File: src/rtl/bmr_pkg.sv
package bmr_pkg;
  localparam int NUM_CH    = 2;
  localparam int WIN_BYTES = 8;
  localparam int REG_W     = 8;
  localparam int PTR_W     = 32;
  localparam int LANES     = PTR_W / REG_W;
  localparam int ADDR_W    = $clog2(NUM_CH * WIN_BYTES);
  localparam int OFF_W     = $clog2(WIN_BYTES);

  localparam logic [OFF_W-1:0] OFF_CMD  = 3'd0;
  localparam logic [OFF_W-1:0] OFF_MODE = 3'd1;
  localparam logic [OFF_W-1:0] OFF_STAT = 3'd2;
  localparam logic [OFF_W-1:0] OFF_TIME = 3'd3;

  localparam int PEND_LSB = 2;
  localparam int MASK_LSB = 4;

  typedef enum logic [1:0] {
    SZ_BYTE = 2'd0,
    SZ_HALF = 2'd1,
    SZ_WORD = 2'd2
  } wsize_e;
endpackage

File: src/rtl/bmr_chan_regs.sv
module bmr_chan_regs
  import bmr_pkg::*;
#(
  parameter bit         EXT       = 1'b1,
  parameter logic [1:0] ST_EN_RST = 2'b01
) (
  input  logic             clk,
  input  logic             rst,
  input  logic             wr_en,
  input  logic [OFF_W-1:0] wr_off,
  input  logic [1:0]       wr_size,
  input  logic [PTR_W-1:0] wr_data,
  input  logic             busy,
  input  logic             fault,
  input  logic             irq_rise,
  output logic [REG_W-1:0] cmd_q,
  output logic [REG_W-1:0] stat_q,
  output logic [REG_W-1:0] time_q,
  output logic [PTR_W-1:0] ptr_q,
  output logic [PTR_W-1:0] cur_q
);
  localparam logic [REG_W-1:0] STAT_RST = {1'b0, ST_EN_RST, 5'b0};

  logic             byte_wr;
  logic             ptr_hit;
  logic [LANES-1:0] be;
  logic [PTR_W-1:0] ptr_nx;
  logic [REG_W-1:0] stat_nx;

  assign byte_wr = wr_en && (wr_size == SZ_BYTE);
  assign ptr_hit = wr_en && wr_off[OFF_W-1];

  // byte lane steering for the descriptor pointer
  for (genvar k = 0; k < LANES; k++) begin : g_lane
    logic [REG_W-1:0] lane_d;
    assign be[k] = ptr_hit &&
                   ((wr_size == SZ_BYTE) ? (wr_off[1:0] == 2'(k)) :
                    (wr_size == SZ_HALF) ? (wr_off[1] == 1'(k / 2)) :
                    (wr_size == SZ_WORD));
    assign lane_d = (wr_size == SZ_WORD) ? wr_data[REG_W*k +: REG_W] :
                    (wr_size == SZ_HALF) ? wr_data[REG_W*(k % 2) +: REG_W] :
                                           wr_data[REG_W-1:0];
    assign ptr_nx[REG_W*k +: REG_W] = be[k] ? lane_d : ptr_q[REG_W*k +: REG_W];
  end

  // status: bit0 engine-owned, bits 2:1 sticky with write-one-clear, 6:5 plain
  always_comb begin
    stat_nx    = stat_q;
    stat_nx[0] = busy;
    if (byte_wr && wr_off == OFF_STAT) begin
      stat_nx = {1'b0, wr_data[6:5], 2'b00,
                 stat_q[2:1] & ~wr_data[2:1], stat_q[0]};
    end
    if (fault)    stat_nx[1] = 1'b1;
    if (irq_rise) stat_nx[2] = 1'b1;
  end

  always_ff @(posedge clk) begin
    if (rst) begin
      cmd_q  <= '0;
      stat_q <= STAT_RST;
      ptr_q  <= '0;
      cur_q  <= '0;
    end else begin
      stat_q <= stat_nx;
      if (byte_wr && wr_off == OFF_CMD) cmd_q <= wr_data[REG_W-1:0];
      if (|be) begin
        ptr_q <= ptr_nx;
        cur_q <= ptr_nx;
      end
    end
  end

  if (EXT) begin : g_time
    always_ff @(posedge clk) begin
      if (rst)                               time_q <= '0;
      else if (byte_wr && wr_off == OFF_TIME) time_q <= wr_data[REG_W-1:0];
    end
  end else begin : g_no_time
    assign time_q = '0;
  end
endmodule

File: src/rtl/bmr_mode_irq.sv
module bmr_mode_irq
  import bmr_pkg::*;
#(
  parameter bit EXT = 1'b1
) (
  input  logic              clk,
  input  logic              rst,
  input  logic [NUM_CH-1:0] chan_irq,
  input  logic              mask_we,
  input  logic [NUM_CH-1:0] mask_wd,
  output logic [REG_W-1:0]  mode_q,
  output logic              irq_out
);
  logic [NUM_CH-1:0] pend_q;
  logic [NUM_CH-1:0] mask_q;

  // pending flag tracks each line, so every edge sets or clears it
  always_ff @(posedge clk) begin
    if (rst) pend_q <= '0;
    else     pend_q <= chan_irq;
  end

  if (EXT) begin : g_mask
    always_ff @(posedge clk) begin
      if (rst)          mask_q <= '0;
      else if (mask_we) mask_q <= mask_wd;
    end
  end else begin : g_no_mask
    assign mask_q = '0;
  end

  always_ff @(posedge clk) begin
    if (rst) irq_out <= 1'b0;
    else     irq_out <= |(pend_q & ~mask_q);
  end

  always_comb begin
    mode_q = '0;
    mode_q[PEND_LSB +: NUM_CH] = pend_q;
    mode_q[MASK_LSB +: NUM_CH] = mask_q;
  end
endmodule

File: src/rtl/busmaster_regs.sv
module busmaster_regs
  import bmr_pkg::*;
#(
  parameter bit         EXT_REGS  = 1'b1,
  parameter logic [1:0] ST_EN_RST = 2'b01
) (
  input  logic                    clk,
  input  logic                    rst,
  input  logic [ADDR_W-1:0]       addr,
  input  logic                    wr_en,
  input  logic [1:0]              wr_size,
  input  logic [PTR_W-1:0]        wr_data,
  input  logic                    rd_en,
  output logic [REG_W-1:0]        rd_data,
  output logic                    rd_valid,
  input  logic [NUM_CH-1:0]       chan_busy,
  input  logic [NUM_CH-1:0]       chan_fault,
  input  logic [NUM_CH-1:0]       chan_irq,
  output logic                    irq_out,
  output logic [NUM_CH*PTR_W-1:0] cur_addr
);
  localparam logic [REG_W-1:0] ABSENT = '1;

  logic [OFF_W-1:0]                  off;
  logic                              sel;
  logic [NUM_CH-1:0]                 irq_prev_q;
  logic [NUM_CH-1:0]                 irq_rise;
  logic [NUM_CH-1:0][REG_W-1:0]      cmd_a, stat_a, time_a;
  logic [NUM_CH-1:0][PTR_W-1:0]      ptr_a, cur_a;
  logic [REG_W-1:0]                  mode_w;
  logic                              mask_we;
  logic [REG_W-1:0]                  rd_nx;

  assign off      = addr[OFF_W-1:0];
  assign sel      = addr[ADDR_W-1];
  assign irq_rise = chan_irq & ~irq_prev_q;
  assign mask_we  = wr_en && (wr_size == SZ_BYTE) && (off == OFF_MODE);

  always_ff @(posedge clk) begin
    if (rst) irq_prev_q <= '0;
    else     irq_prev_q <= chan_irq;
  end

  for (genvar c = 0; c < NUM_CH; c++) begin : g_ch
    bmr_chan_regs #(.EXT(EXT_REGS), .ST_EN_RST(ST_EN_RST)) u_chan (
      .clk      (clk),
      .rst      (rst),
      .wr_en    (wr_en && (sel == 1'(c))),
      .wr_off   (off),
      .wr_size  (wr_size),
      .wr_data  (wr_data),
      .busy     (chan_busy[c]),
      .fault    (chan_fault[c]),
      .irq_rise (irq_rise[c]),
      .cmd_q    (cmd_a[c]),
      .stat_q   (stat_a[c]),
      .time_q   (time_a[c]),
      .ptr_q    (ptr_a[c]),
      .cur_q    (cur_a[c])
    );
    assign cur_addr[PTR_W*c +: PTR_W] = cur_a[c];
  end

  bmr_mode_irq #(.EXT(EXT_REGS)) u_mode (
    .clk      (clk),
    .rst      (rst),
    .chan_irq (chan_irq),
    .mask_we  (mask_we),
    .mask_wd  (wr_data[MASK_LSB +: NUM_CH]),
    .mode_q   (mode_w),
    .irq_out  (irq_out)
  );

  always_comb begin
    if (off[OFF_W-1]) begin
      rd_nx = ptr_a[sel][REG_W*off[1:0] +: REG_W];
    end else begin
      unique case (off[1:0])
        2'd0:    rd_nx = cmd_a[sel];
        2'd1:    rd_nx = EXT_REGS ? mode_w : ABSENT;
        2'd2:    rd_nx = stat_a[sel];
        default: rd_nx = EXT_REGS ? time_a[sel] : ABSENT;
      endcase
    end
  end

  always_ff @(posedge clk) begin
    if (rst) begin
      rd_data  <= '0;
      rd_valid <= 1'b0;
    end else begin
      rd_valid <= rd_en;
      if (rd_en) rd_data <= rd_nx;
    end
  end
endmodule

File: config.mk
export PLATFORM = sky130hd
export DESIGN_NAME = busmaster_regs
export DESIGN_NICKNAME = d
export VERILOG_FILES = /design/src/rtl/bmr_pkg.sv /design/src/rtl/bmr_chan_regs.sv /design/src/rtl/bmr_mode_irq.sv /design/src/rtl/busmaster_regs.sv
export SDC_FILE = /design/constraint.sdc
export NUM_CORES = 1
export LEC_CHECK = 0
export ABC_AREA = 1
export BUFFER_PORTS_ARGS = -buffer_cell sky130_fd_sc_hd__buf_2
export CORE_ASPECT_RATIO = 0.9
export CORE_MARGIN = 8
export CORE_UTILIZATION = 40
export CTS_CLUSTER_DIAMETER = 40
export DETAILED_ROUTE_END_ITERATION = 10
export PLACE_DENSITY_LB_ADDON = 0.08
export SLEW_MARGIN = 0
export SYNTH_ARGS = -nofsm -noshare
export SYNTH_HDL_FRONTEND = slang
export SYNTH_SLANG_ARGS = --single-unit
File: constraint.sdc
create_clock -name clk -period 3.51 [get_ports clk]
set_input_delay 0.351 -clock clk [delete_from_list [all_inputs] [get_ports clk]]
set_output_delay 0.351 -clock clk [all_outputs]
set_load 0.005 [all_outputs]
# Word-level counts from Yosys, hierarchy flattened
# Index checks and enable logic that the tools add are counted.
dict set report op_classes {
  order_cmp 1
  n_eq_ne 8
  shift 1
  muxes 26
  n_bitwise 9
  n_reduce_logical 40
}
# cell count
set ops {}
lappend ops {{$mux 8} 10}
lappend ops {{$mux 32} 2}
lappend ops {{$shiftx 32x6->8} 1}
lappend ops {{$pmux 8 s3} 1}
lappend ops {{$logic_and 1x1->1} 22}
lappend ops {{$reduce_and 2->1} 8}
lappend ops {{$mux 1} 10}
lappend ops {{$and 2x2->2} 4}
lappend ops {{$reduce_bool 2->1} 4}
lappend ops {{$reduce_or 4->1} 2}
lappend ops {{$mux 7} 1}
lappend ops {{$eq 2x2->1 const B} 3}
lappend ops {{$eq 3x2->1 const B} 2}
lappend ops {{$mux 3} 2}
lappend ops {{$not 2->2} 3}
lappend ops {{$eq 2x1->1 const B} 2}
lappend ops {{$logic_not 2->1} 2}
lappend ops {{$eq 3x1->1 const B} 1}
lappend ops {{$logic_not 3->1} 1}
lappend ops {{$lt 1x2->1 const B} 1}
lappend ops {{$not 1->1} 2}
lappend ops {{$reduce_or 2->1} 1}
dict set report word_totals {
  regBits 120
  in_bits 48
  out_inout_bits 74
  elab_cells 110
}

# Logic depth before layout (Yosys ltp)
dict set report logic_depth {
  word_depth 6
  mapped_depth 12
  depth_no_buf 9
}

# Modules after synthesis
# A second synthesis with hierarchy kept.
dict set report unflattened {
  cells_unflattened 1291
  hier_area_um2 7433.4
}
# module instances cells_per_inst area_each_um2 seq_area_each_um2
set modules_own_cells {}
lappend modules_own_cells {bmr_chan_regs 2 450 2773.9 1061.0}
lappend modules_own_cells {busmaster_regs 1 364 1684.1 220.2}
lappend modules_own_cells {bmr_mode_irq 1 27 201.4 100.1}

# Worst setup path after synthesis
# OpenSTA, ideal clock, no wires.
dict set report synth_timing {
  kind {in2reg}
  from {input addr[3]}
  to {register g_ch[0].u_chan.ptr_q[7]}
  arrival_time_ns 1.274
  t_required_ns 3.391
  setup_slack_ns 2.117
  path_stages 8
  n_path_buf 2
  cell_sequence {buf_4 > inv_1 > nand3_1 > inv_1 > nand3_1 > buf_2 > o21ai_0 > a21oi_1}
}
dict set report synth_between {
  elab_chain_len 6
  word_cells_on_any_way 9
  classes_between {bitwise (1); reduce/logical (8)}
}
# item line_no
set synth_lines {}
lappend synth_lines {{start: declaration} busmaster_regs.sv:9} ;# input logic [ADDR_W-1:0] addr,
lappend synth_lines {{$not 1->1 *} busmaster_regs.sv:48} ;# .wr_en (wr_en && (sel == 1'(c))),
lappend synth_lines {{$logic_and 1x1->1 *} busmaster_regs.sv:48}
lappend synth_lines {{$logic_and 1x1->1 *} bmr_chan_regs.sv:31} ;# assign ptr_hit = wr_en && wr_off[OFF_W-1];
lappend synth_lines {{$logic_and 1x1->1} bmr_chan_regs.sv:36} ;# assign be[k] = ptr_hit &&
lappend synth_lines {{$reduce_or 4->1} bmr_chan_regs.sv:67} ;# if (|be) begin
lappend synth_lines {{$reduce_and 2->1 (no line) *} --}
lappend synth_lines {{end signal: assignment} bmr_chan_regs.sv:68} ;# ptr_q <= ptr_nx;
lappend synth_lines {{end: declaration} bmr_chan_regs.sv:19} ;# output logic [PTR_W-1:0] ptr_q,
# Every way passes the cells marked *; elsewhere a longest branch is shown, timed or not.
# A chain may end at the register's enable or synchronous reset.

# Worst setup path in the final report
dict set report layout_timing {
  from {input addr[3]}
  to {register g_ch[0].u_chan.ptr_q[5]}
}
# Same word-level chain as after synthesis.

==> summary.md <==
| Metric | Value |
|---|---|
| Worst-path clk slew | `0.05 ns` |
| RSZ-0062 raised after global routing | `no` |
| Number of global-route vias before repair | `5708` |
| Syn nets | `938` |
| P per Cell Area | `482 mW/mm2` |
| Clk_lat worst skew | `0.42 ns` |
| Filler Cell Count | `1464` |
| Vias per cell | `4.94` |
| Mapped cell area | `0.00580 mm2` |
| Final setup TNS | `0 ns` |
| Share of post-route cells with drive strength above 1 | `17.5%` |
| Post-CTS Setup Bufs | `0` |
| Sequential area share after synthesis | `41.4%` |
| Startpoint types | `input port` |
| Drt first pass iters | `5` |
| Vias | `5913` |
| Total Nets Final | `1040` |
| Syn Inst Count | `890` |
| Top-level I/O count | `122` |
| Final period util | `65.5%` |
| Max Freq | `435 MHz` |
| Ys Warns | `0` |
| Synth Register Bits | `120` |
| Hold bufs inserted after CTS | `0` |
| Status | `finished clean` |
| Tot GR Track Use | `22.1%` |
| Synth unique cells | `24` |
| Worst hold path type | `input port to flip-flop` |
| Mean Syn Cell Area | `6.52 um2` |
| CTS Buf Count | `17` |
| TritonCTS Sinks | `120` |
| Kind of critical path | `input port to flip-flop` |
| Final Hold Viols | `0` |
| Routed Antenna Nets | `0` |
| Die area | `0.0186 mm2` |
| Max clock buf depth | `2` |
| HP Start | `chan_irq[0]` |
| Routed wire per std cell | `16.8 um` |
| Slew Viols, Final | `0` |
| Detail Placement HPWL | `14700 um` |
| Setup crit end kind | `flip-flop` |
| Largest area contributor in the synthesized netlist | `dfxtp_1` |
| TritonCTS clock tree | `done` |
| Root Buffer | `clkbuf_16` |
| Initial Util | `41.1%` |
| Worst-margin pin slew | `0.790 ns` |
| Row Count | `41` |
| Final instance area | `0.00697 mm2` |
| Largest cells by area after synthesis | `dfxtp_1 41%, nand2_1 14%, o21ai_0 9.3%` |
| Initial DRC count | `426` |
| Depth of the CTS H-tree | `4` |
| Cell area after placement | `0.00646 mm2` |
| MaxCap Viol Count | `0` |
| Count leader, synth | `nand2_1` |
| Required time of the critical path | `3.79 ns` |
| # diodes | `0` |
| Routability cong. | `0.899` |
| First-pass GRT wire length | `31300 um` |
| CP startpoint | `addr[3]` |
| Maximum VDD drop | `0.328 mV` |
| Top cells by count, synth | `214 x nand2_1, 120 x dfxtp_1, 115 x inv_1` |
| Skew final | `0.00771 ns` |
| Port Buffers | `121` |
| CTS-repair resized insts | `0` |
| Core area | `0.0141 mm2` |
| Crit-path max FO | `21` |
| Die width | `143 um` |
| Share of the synthesized area in the top cell type | `41.4%` |
| Area grow syn2layout | `20.1%` |
| Multi-input logic area | `0.00269 mm2` |
| Largest net degree at the start of global routing | `87` |
| Final WL | `20100 um` |
| Post-synth EDFFs | `0` |
| Number of remaining DRC errors | `0` |
| RR Startpoint | `g_ch[1].u_chan.ptr_q[9]` |
| Final min period | `2.30 ns` |
| Crit path DAT | `2.58 ns` |
| Final global-route overflow total | `0` |
| Worst slew margin | `47.3%` |
| Initial antenna violation count | `0` |
| Top_reg_cell synth | `dfxtp_1` |
| Sequential cell area | `0.00240 mm2` |
| Die Y | `130 um` |
| Async SR Flop Fraction | `0%` |
| LEAKAGE | `0.00332 uW` |
| # setup viols final | `0` |
## flip-flops by register name, indices dropped and copies added, names as in the netlist
register / count
g_ch.u_chan.cmd_q: 16
g_ch.u_chan.stat_q: 10
rd_valid: 1
u_mode.irq_out: 1
u_mode.pend_q: 2
rd_data: 8
u_mode.mask_q: 2
g_ch.u_chan.time_q: 16
g_ch.u_chan.ptr_q: 64
## final timing paths
| check | to | slack, ns | cells after the start |
|---|---|---|---|
| setup / recovery | g_ch[0].u_chan.ptr_q[5] | 1.21 | 7 |
| setup reg to reg | rd_data[1] | 2.30 | 8 |
| hold reg to reg | g_ch[0].u_chan.cmd_q[3] | 0.45 | 2 |
| hold / removal | u_mode.pend_q[0] | 0.16 | 3 |
## layout make-up
cell class,count,share of cell area [%]
clock inverters,4,0.287
repair buffers,129,9.55
clock buffers,26,7.02
flip-flops and latches,120,34.5
multi-input cells,601,38.6
inverters,123,6.62
well taps,193,3.46
## power breakdown
group          leakage, uW  switching [uW]  internal [uW]
Sequential        0.000975            27.9           1410
Clock             0.000254             596            944
Combinational      0.00209             264            124
Total              0.00332             888           2480
## kinds of logic (layout without fill, tap and decap cells)
kind of cell           count (synthesis)  after routing  share of synthesized area (%)
flip-flops                           120            120                           41.4
multiplexers                           1              1                          0.172
AO/OA/AOI/OAI                        233            233                           20.6
AND/OR/NAND/NOR                      367            367                           25.6
buffers and inverters                169            282                           12.2
## worst max-delay path, stage by stage
cell     delay [ns]
buf_2          0.15
inv_1          0.53
nand3_1        0.29
inv_1          0.39
nand3_1        0.49
o21ai_0        0.32
a21oi_1        0.06
## cells in the final DEF, fill, tap and decap left out, types with 9 or more instances in the layout
cell and instances:
buf_2 121, o21ai_0 108, nor2_1 84, o211ai_1 9, nand3_1 51, clkbuf_16 17, a21oi_1 106, inv_1 114
nand2_1 214, dfxtp_1 120
## through the flow
stage / std cells / total power [uW] / hold WS [ns] / util [%] / worst slack [ns]
2_1_floorplan: 890 / 1690 / 0.429 / - / 2.12
3_3_place_gp: 1166 / 1850 / 0.444 / 45.8 / 0.879
3_5_place_dp: 1166 / 1850 / 0.445 / 45.8 / 0.826
4_1_cts: 1196 / 3370 / 0.149 / 49.4 / 1.24
5_1_grt: 1196 / 3490 / 0.147 / 49.4 / 1.01
6_report: 1196 / 3360 / 0.161 / 49.4 / 1.21
## routing by layer
metal | GRT usage (%) | share of wire [%]
met1 | 28.6 | 46
met3 | 5.81 | 6.0
met5 | 0 | 0
met2 | 34.5 | 45
met4 | 8.24 | 2.4
No activity file was read; power rests on OpenSTA's default activity.
